## config.mk

```make
export PLATFORM = sky130hd
export DESIGN_NAME = busy_poll_timer
export DESIGN_NICKNAME = d
export VERILOG_FILES = /design/src/rtl/bpoll_pkg.sv /design/src/rtl/bpoll_delay_calc.sv /design/src/rtl/bpoll_tick_timer.sv /design/src/rtl/bpoll_retry_ctr.sv /design/src/rtl/busy_poll_timer.sv
export SDC_FILE = /design/constraint.sdc
export NUM_CORES = 1
export LEC_CHECK = 0
export ABC_AREA = 1
export BUFFER_PORTS_ARGS = -buffer_cell sky130_fd_sc_hd__buf_4
export CAP_MARGIN = 20
export CORE_MARGIN = 2
export CORE_UTILIZATION = 40
export CTS_CLUSTER_SIZE = 12
export DETAILED_ROUTE_END_ITERATION = 12
export GPL_TIMING_DRIVEN = 0
export SLEW_MARGIN = 20
export SYNTH_ARGS = -nofsm -noshare
export SYNTH_HDL_FRONTEND = slang
export SYNTH_SLANG_ARGS = --single-unit
```

## constraint.sdc

```tcl
create_clock -name clk -period 14.4 [get_ports clk]
set_input_delay 0 -clock clk [delete_from_list [all_inputs] [get_ports clk]]
set_output_delay 0 -clock clk [all_outputs]
set_load 0.02 [all_outputs]
```

## src/rtl/bpoll_pkg.sv

```systemverilog
package bpoll_pkg;

  typedef enum logic [1:0] {
    SPD_100K = 2'd0,
    SPD_400K = 2'd1,
    SPD_900K = 2'd2,
    SPD_RSVD = 2'd3
  } speed_e;

  typedef enum logic [1:0] {
    ST_IDLE = 2'd0,
    ST_POLL = 2'd1,
    ST_WAIT = 2'd2
  } state_e;

  // width of the per-byte base time in microseconds
  localparam int unsigned BASE_W = 7;

  // time for one byte on the remote bus, in microseconds
  function automatic logic [BASE_W-1:0] byte_time_us(input speed_e spd);
    logic [BASE_W-1:0] t;
    case (spd)
      SPD_100K: t = BASE_W'(90);
      SPD_900K: t = BASE_W'(10);
      default:  t = BASE_W'(23);
    endcase
    return t;
  endfunction

endpackage

```

## src/rtl/bpoll_delay_calc.sv

```systemverilog
module bpoll_delay_calc
  import bpoll_pkg::*;
#(
  parameter int unsigned STRETCH_W = 4,
  parameter int unsigned COUNT_W   = 10,
  parameter int unsigned DLY_W     = BASE_W + STRETCH_W + COUNT_W
) (
  input  speed_e               speed,
  input  logic [STRETCH_W-1:0] stretch,
  input  logic [COUNT_W-1:0]   nbytes,
  output logic [DLY_W-1:0]     short_dly,
  output logic [DLY_W-1:0]     long_dly
);

  localparam int unsigned UNIT_W = BASE_W + STRETCH_W;

  logic [UNIT_W-1:0] unit_us;

  always_comb begin
    unit_us   = {{STRETCH_W{1'b0}}, byte_time_us(speed)} * {{BASE_W{1'b0}}, stretch};
    short_dly = DLY_W'({{COUNT_W{1'b0}}, unit_us});
    long_dly  = DLY_W'({{COUNT_W{1'b0}}, unit_us} * {{UNIT_W{1'b0}}, nbytes});
  end

endmodule

```

## src/rtl/bpoll_tick_timer.sv

```systemverilog
module bpoll_tick_timer #(
  parameter int unsigned W = 21
) (
  input  logic         clk,
  input  logic         rst_n,
  input  logic         load,
  input  logic [W-1:0] load_val,
  input  logic         tick,
  output logic         expired
);

  logic [W-1:0] remain;

  always_ff @(posedge clk) begin
    if (!rst_n)                       remain <= '0;
    else if (load)                    remain <= load_val;
    else if (tick && remain != '0)    remain <= remain - 1'b1;
  end

  assign expired = (remain == '0);

  // without a tick (and no reload) the remaining time cannot move
  p_hold_without_tick_r10: assert property (@(posedge clk) disable iff (!rst_n)
    (!load && !tick) |=> $stable(remain));

endmodule

```

## src/rtl/bpoll_retry_ctr.sv

```systemverilog
module bpoll_retry_ctr #(
  parameter int unsigned MAX_RETRY = 500
) (
  input  logic clk,
  input  logic rst_n,
  input  logic clear,
  input  logic step,
  output logic first,
  output logic at_limit
);

  localparam int unsigned RW = $clog2(MAX_RETRY + 1);

  logic [RW-1:0] used;

  always_ff @(posedge clk) begin
    if (!rst_n)     used <= '0;
    else if (clear) used <= '0;
    else if (step)  used <= used + 1'b1;
  end

  assign first    = (used == '0);
  assign at_limit = (used == RW'(MAX_RETRY));

  // the sequencer must never request a retry beyond the limit
  p_no_step_past_limit_r7: assert property (@(posedge clk) disable iff (!rst_n)
    step |-> !at_limit);

  p_retry_bounded_r7: assert property (@(posedge clk) disable iff (!rst_n)
    used <= RW'(MAX_RETRY));

endmodule

```

## src/rtl/busy_poll_timer.sv

```systemverilog
module busy_poll_timer
  import bpoll_pkg::*;
#(
  parameter int unsigned STRETCH_W = 4,
  parameter int unsigned COUNT_W   = 10,
  parameter int unsigned MAX_RETRY = 500
) (
  input  logic                 clk,
  input  logic                 rst_n,
  input  logic                 start,
  input  logic [1:0]           speed_sel,
  input  logic [STRETCH_W-1:0] stretch,
  input  logic [COUNT_W-1:0]   byte_cnt,
  input  logic                 tick,
  output logic                 bit_req,
  input  logic                 bit_ack,
  input  logic                 bit_val,
  input  logic                 bit_err,
  output logic                 busy,
  output logic                 done,
  output logic                 timeout,
  output logic                 err
);

  localparam int unsigned DLY_W = BASE_W + STRETCH_W + COUNT_W;

  state_e               state, state_nx;
  speed_e               cfg_speed;
  logic [STRETCH_W-1:0] cfg_stretch;
  logic [COUNT_W-1:0]   cfg_bytes;

  logic [DLY_W-1:0] short_dly, long_dly;
  logic             first_wait, at_limit, expired;
  logic             launch, accept, saw_busy, wait_over, rc_step;

  assign launch    = (state == ST_IDLE) && start;
  assign accept    = (state == ST_POLL) && bit_ack;
  assign saw_busy  = accept && !bit_err && bit_val;
  assign wait_over = (state == ST_WAIT) && expired;
  assign rc_step   = wait_over && !at_limit;

  bpoll_delay_calc #(
    .STRETCH_W(STRETCH_W), .COUNT_W(COUNT_W), .DLY_W(DLY_W)
  ) u_calc (
    .speed(cfg_speed), .stretch(cfg_stretch), .nbytes(cfg_bytes),
    .short_dly(short_dly), .long_dly(long_dly)
  );

  bpoll_tick_timer #(.W(DLY_W)) u_timer (
    .clk(clk), .rst_n(rst_n), .load(saw_busy),
    .load_val(first_wait ? long_dly : short_dly),
    .tick(tick), .expired(expired)
  );

  bpoll_retry_ctr #(.MAX_RETRY(MAX_RETRY)) u_retry (
    .clk(clk), .rst_n(rst_n), .clear(launch), .step(rc_step),
    .first(first_wait), .at_limit(at_limit)
  );

  always_comb begin
    state_nx = state;
    case (state)
      ST_IDLE: if (start)   state_nx = ST_POLL;
      ST_POLL: if (bit_ack) state_nx = saw_busy ? ST_WAIT : ST_IDLE;
      ST_WAIT: if (expired) state_nx = at_limit ? ST_IDLE : ST_POLL;
      default:              state_nx = ST_IDLE;
    endcase
  end

  always_ff @(posedge clk) begin
    if (!rst_n) begin
      state       <= ST_IDLE;
      cfg_speed   <= SPD_400K;
      cfg_stretch <= STRETCH_W'(1);
      cfg_bytes   <= '0;
      done        <= 1'b0;
      timeout     <= 1'b0;
      err         <= 1'b0;
    end else begin
      state   <= state_nx;
      done    <= accept && !bit_err && !bit_val;
      err     <= accept && bit_err;
      timeout <= wait_over && at_limit;
      if (launch) begin
        cfg_speed   <= speed_e'(speed_sel);
        cfg_stretch <= stretch;
        cfg_bytes   <= byte_cnt;
      end
    end
  end

  assign bit_req = (state == ST_POLL);
  assign busy    = (state != ST_IDLE);

  // a raised request is held until acknowledged
  p_req_hold_r9: assert property (@(posedge clk) disable iff (!rst_n)
    (bit_req && !bit_ack) |=> bit_req);

  // an accepted start is followed directly by a request
  p_first_req_r3: assert property (@(posedge clk) disable iff (!rst_n)
    (!busy && start) |=> bit_req);

  // captured settings cannot change during a run
  p_cfg_frozen_r2: assert property (@(posedge clk) disable iff (!rst_n)
    busy |=> ($stable(cfg_speed) && $stable(cfg_stretch) && $stable(cfg_bytes)));

  // exclusive single-cycle status pulses, issued from idle
  p_status_excl_r11: assert property (@(posedge clk) disable iff (!rst_n)
    $onehot0({done, timeout, err}));

  p_pulse_single_r11: assert property (@(posedge clk) disable iff (!rst_n)
    (done || timeout || err) |=> !(done || timeout || err));

  p_pulse_idle_r11: assert property (@(posedge clk) disable iff (!rst_n)
    (done || timeout || err) |-> !busy);

endmodule

```

Word-level counts from Yosys, hierarchy flattened
Cells that the tools add are included.
Storage, ports and cells
  register bits after elaboration: 51
  input port bits: 23
  word-level logic and storage cells: 53
Cells by class
  $add $sub $neg: 2
  $mul: 2
  equality and inequality tests: 7
  mux-type cells: 10
  bitwise operators: 1
  reductions and logical operators: 22
Operators with widths (number)
  two-way mux 21 bit: 3
  zero test 21 bit: 1
  multiplier 11 x 10 -> 21 bit: 1
  nonzero test 21 bit: 1
  subtractor 21 x 1 -> 21 bit (second input constant): 1
  one-hot mux 7 bit (2 select lines): 1
  multiplier 7 x 4 -> 11 bit: 1
  logical AND 1 bit: 10
  adder 9 x 1 -> 9 bit (second input constant): 1
  equality test 9 bit (second input constant): 1
  zero test 9 bit: 1
  two-way mux 2 bit: 4
  one-hot mux 2 bit (3 select lines): 1
  equality test 2 bit (second input constant): 2
  zero test 2 bit: 2
  inequality test 2 bit (second input constant): 2
  nonzero test 2 bit: 2
  zero test 1 bit: 3
  AND reduction 3 bit: 1
  equality test 2 x 1 -> 1 bit (second input constant): 1
  inequality test 2 x 1 -> 1 bit (second input constant): 1
  OR reduction 2 bit: 1
  two-way mux 1 bit: 1
  NOT 1 bit: 1

Longest topological paths before layout
  depth after elaboration: 7
  depth in mapped cells: 35
  gate-level depth less buffers: 34

By module
A second synthesis with hierarchy kept.
Unflattened totals
  cell total of the unflattened synthesis: 1144
  area, all modules: 7803.7 um^2
Modules (own cells, without submodules)
  bpoll_delay_calc: instances 1, cells each 655, area an instance 4606.9 um^2, seq. area each 0.0 um^2
  bpoll_tick_timer: instances 1, cells each 293, area an instance 1641.6 um^2, seq. area each 420.4 um^2
  busy_poll_timer: instances 1, cells each 125, area an instance 1053.5 um^2, seq. area each 420.4 um^2
  bpoll_retry_ctr: instances 1, cells each 71, area an instance 501.7 um^2, seq. area each 180.2 um^2

Worst setup path before layout
No wires, ideal clock.
  path type: reg2reg
  start: reg cfg_speed[0]
  end: reg u_timer.remain[11]
  data arrival time: 6.584 ns
  setup slack: 7.696 ns
  cell stages (with the launch flop): 31
  path through: dfxtp_1 -> clkbuf_1 -> nand2_1 -> fa_1 -> inv_1 -> fa_1 -> inv_1 -> fa_1 -> inv_1 -> nand3_1 -> nand2_1 -> or2_2 -> nand2_1 -> inv_1 -> nand2_1 -> fa_1 -> inv_1 -> fa_1 -> fa_1 -> fa_1 -> inv_1 -> fa_1 -> inv_1 -> ha_1 -> nand2_1 -> inv_1 -> a21oi_1 -> nand3_1 -> or2_2 -> nand3_1 -> a21oi_1
On the way
  cells in the longest elaborated chain, start to end: 6
  elaborated cells between the ends (all ways): 7
  those cells by class: 2 x mul; 1 x eq/ne; 3 x mux; 1 x reduce/logical
RTL lines
  start: declaration: line busy_poll_timer.sv:28  | speed_e cfg_speed;
  start signal: assignment: line busy_poll_timer.sv:85  | cfg_speed <= speed_e'(speed_sel);
  equality test 2 bit or zero test 2 bit (tied branches): line bpoll_pkg.sv:22  | case (spd)
  one-hot mux 7 bit (2 select lines) *: line bpoll_pkg.sv:22
  multiplier 7 x 4 -> 11 bit *: line bpoll_delay_calc.sv:20  | unit_us = {{STRETCH_W{1'b0}}, byte_time_us(speed)} * {{BASE_W{1'b0}}, stretch};
  multiplier 11 x 10 -> 21 bit *: line bpoll_delay_calc.sv:22  | long_dly = DLY_W'({{COUNT_W{1'b0}}, unit_us} * {{UNIT_W{1'b0}}, nbytes});
  two-way mux 21 bit *: line busy_poll_timer.sv:51  | .load_val(first_wait ? long_dly : short_dly),
  two-way mux 21 bit *: line bpoll_tick_timer.sv:16  | else if (load) remain <= load_val;
  end signal: assignment: line bpoll_tick_timer.sv:16
  end signal: assignment: line bpoll_tick_timer.sv:17  | else if (tick && remain != '0) remain <= remain - 1'b1;
  end: declaration: line bpoll_tick_timer.sv:12  | logic [W-1:0] remain;
Mark *: on every way between the ends. The rest lies on a longest branch, timed or not.
A chain may end at the register's enable or synchronous reset.

Final worst setup path
  start: reg cfg_speed[0]
  end: reg u_timer.remain[12]
Same word-level chain as after synthesis.

==> flow_summary_export.csv <==
group,metric,value,unit
synth,synth_seq_area_share,0.140,
worst_setup_path,path_class,"register to register",
min_path,hold_end,"cfg_bytes[4]$_SDFFE_PN0P_",
sta,min_period_over_period,0.540,
clocking,cts_tree,"done",
floorplanning,io_pins,28,
synth,avgSynthCellArea,6.86,um2
drt,drc_errors,0,
finish,layout.nets,1285,
min_path,holdPathStages,3,
drt,first_pass_iters,5,
finish,diodes,0,
drt,wl,19600,um
worst_setup_path,cp.depth,27,
grt,grt_pass1_wl,33200,um
sta,fin_tns_setup,0,ns
place,gp_congestion,0.879,
grt,grt.met2_usage,0.353,
drt,avgRoutedWirePerCell,14.6,um
clocking,clk_pin_slew,0.07,ns
worst_setup_path,required,14.59,ns
synth,ys_warn_count,0,
synth,yosysTopAreaCell,"fa_1",
min_path,worstHoldStart,"byte_cnt[4]",
worst_setup_path,timing.rr.start,"cfg_speed[0]$_SDFFE_PN1P_",
synth,ys.flop_type,"dfxtp_1",
synth,synth_fp_nets,1234,
floorplanning,die_w,139,um
worst_setup_path,crit_path_max_incr_delay,0.79,ns
clocking,numCtsBuffers,5,
place,post-place-ws,6.63,ns
grt,met3_usage,0.0242,
synth,synth_top_cell_area_share,0.209,
worst_setup_path,ff2ff_setup_slack,6.63,ns
sta,finalSetupViolCount,0,
clocking,root_buffer,"clkbuf_16",
pwr,ir_worst_vdd,76.2,uV
sta,slew_headroom,0.334,
synth,yosysUniqueCellTypes,35,
sta,worst_slew_pin_slew,0.991,ns
worst_setup_path,path_buf_inv,9,
floorplanning,start_util,0.406,
run_status,status,"finished clean",
worst_setup_path,reg2reg_depth,27,
grt,overflow,0,
grt,grt_usage,0.212,
synth,synthArstFlopShare,0,
flow_run,cap_viol_max_count,0,
pwr,p_leak,4.31,nW
drt,vias_per_cell,5.01,
grt,grt_pass1_vias,6606,
drt,vias,6720,
clocking,cts_buffer_depth,2,
sta,drv_slew,0,
clocking,clock_latency,0.31,ns
synth,synth_area_leaders,"fa_1 21%, dfxtp_1 14%, nand2_1 13%, ha_1 13%, inv_1 9.7%",
synth,syn_inst,1059,
sta,finalHoldViolations,0,
clocking,cts_setup_buffers,0,
clocking,cts.sinks,51,
worst_setup_path,crit_path_max_fanout,9,
synth,ys_ff_latch,51,
clocking,htree_levels,2,
worst_setup_path,cp-end-kind,"register",
sta,fin_crit,7.77,ns
worst_setup_path,critPathArrivalTime,7.96,ns
finish,area_delta_synth_final,11.8,%
pwr,power,1.08,mW
min_path,hold_path_class,"primary input to register",
floorplanning,die_h,139,um
floorplanning,dieArea,0.0193,mm2
worst_setup_path,crit_slowest_cell,"xnor2_1",
drt,ant_nets,0,
floorplanning,core_area,0.0179,mm2
synth,synth_edf_count,0,
worst_setup_path,r2r-end,"u_timer.remain[12]$_SDFFE_PN0P_",
grt,grtUsageMet1,0.291,
place,dp_hpwl,15800,um
sta,fmax,0.129,GHz
sta,setup_slack,6.63,ns
grt,grt_start_max_net_pins,18,
place,port_buffers,26,
synth,yosys-top-cells-count,"254 x nand2_1, 188 x inv_1, 125 x nor2_1",
synth,synth_area,0.00727,mm2
finish,final_layout_size_suffix_gt1_frac,0.0594,
worst_setup_path,worstSetupStartpointType,"register",
drt,drt_iter0_drc,451,
sta,rsz0062_at_grt,"no",
grt,antenna_found_initial,0,
sta,skew,0.00926,ns
worst_setup_path,crit_family,"adder cells",
floorplanning,rows,49,
grt,gr-max-usage-layer,"met2",
synth,synth_most_common_cell,"nand2_1",
pwr,powerDensity,132,mW/mm2
==> logic make-up (layout without fill, tap and decap cells) <==
logic type / after synthesis / after routing / share of synthesized area
compound gates: 131 / 131 / 0.0926
xor+xnor: 19 / 19 / 0.0229
fa+ha+maj: 152 / 152 / 0.340
buf+inv: 213 / 265 / 0.114
flops: 51 / 51 / 0.140
simple gates: 493 / 493 / 0.289
==> sequential cells by signal, summed over array words and instances, names as in the netlist <==
name and flops:
u_timer.remain 21, cfg_bytes 10, u_retry.used 9, cfg_stretch 4
cfg_speed 2, state 2, done 1, err 1
timeout 1
==> power by group <==
group | switching [mW] | leakage [nW] | internal (mW)
registers | 0.0135 | 0.419 | 0.153
logic | 0.488 | 3.80 | 0.261
clock network | 0.0604 | 0.0959 | 0.101
total | 0.562 | 4.31 | 0.515
==> worst max path at each step <==
stage          slack (ns)                               to                       from
3_3_place_gp         6.59  u_timer.remain[12]$_SDFFE_PN0P_  cfg_speed[0]$_SDFFE_PN1P_
2_1_floorplan        7.70  u_timer.remain[11]$_SDFFE_PN0P_  cfg_speed[0]$_SDFFE_PN1P_
6_report             6.63  u_timer.remain[12]$_SDFFE_PN0P_  cfg_speed[0]$_SDFFE_PN1P_
3_5_place_dp         6.63  u_timer.remain[12]$_SDFFE_PN0P_  cfg_speed[0]$_SDFFE_PN1P_
4_1_cts              6.59  u_timer.remain[12]$_SDFFE_PN0P_  cfg_speed[0]$_SDFFE_PN1P_
5_1_grt              6.09  u_timer.remain[12]$_SDFFE_PN0P_  cfg_speed[0]$_SDFFE_PN1P_
==> cells in the final DEF (no fill, tap or decap), drive strengths merged, types with 4 or more instances in the layout <==
cell type	instances
nor3	14
or2	8
dfxtp	51
a21oi	68
dlygate4sd3	18
ha	76
xnor2	6
a31oi	4
fa	76
buf	31
inv	192
xor2	13
nand4	9
o21ai	54
nand2	258
nand3b	7
nand3	62
clkbuf	20
nor2	133
==> tightest hold or removal path, stage by stage <==
cell and delay, ns:
buf_4 0.09, o21ai_0 0.08, a21oi_1 0.11
==> per-layer routing <==
layer  routed length, um  part of all wire
met4                 531             0.027
met5                   0                 0
met3                 894             0.046
met1                9130              0.47
met2                9010              0.46
==> stage by stage <==
stage | util | cells | area, um2 | hold WS [ns]
after floorplan | - | 1059 | 7270 | 0.0769
after global placement | 0.433 | 1314 | 7750 | 0.181
after detailed placement | 0.433 | 1314 | 7750 | 0.194
after CTS | 0.454 | 1340 | 8130 | 0.00846
after global routing | 0.454 | 1340 | 8130 | 0.0210
final | 0.454 | 1340 | 8130 | 0.0146
==> cell type report <==
class                           count  area [um2]
Buffer                             20         106
Clock buffer                        5         125
Clock inverter                      3        71.3
Fill cell                        1920        9780
Inverter                          193         726
Multi-Input combinational cell    795        5410
Sequential cell                    51        1020
Tap cell                          229         287
Timing Repair Buffer               44         375
==> timing repair <==
action / CTS / global route
hold endpoints to repair: 17 / 0
setup endpoints to repair: 0 / 0
gates resized for setup: 0 / 0
hold buffers: 18 / 0
Note: power is estimated with default switching activity, not from simulation.
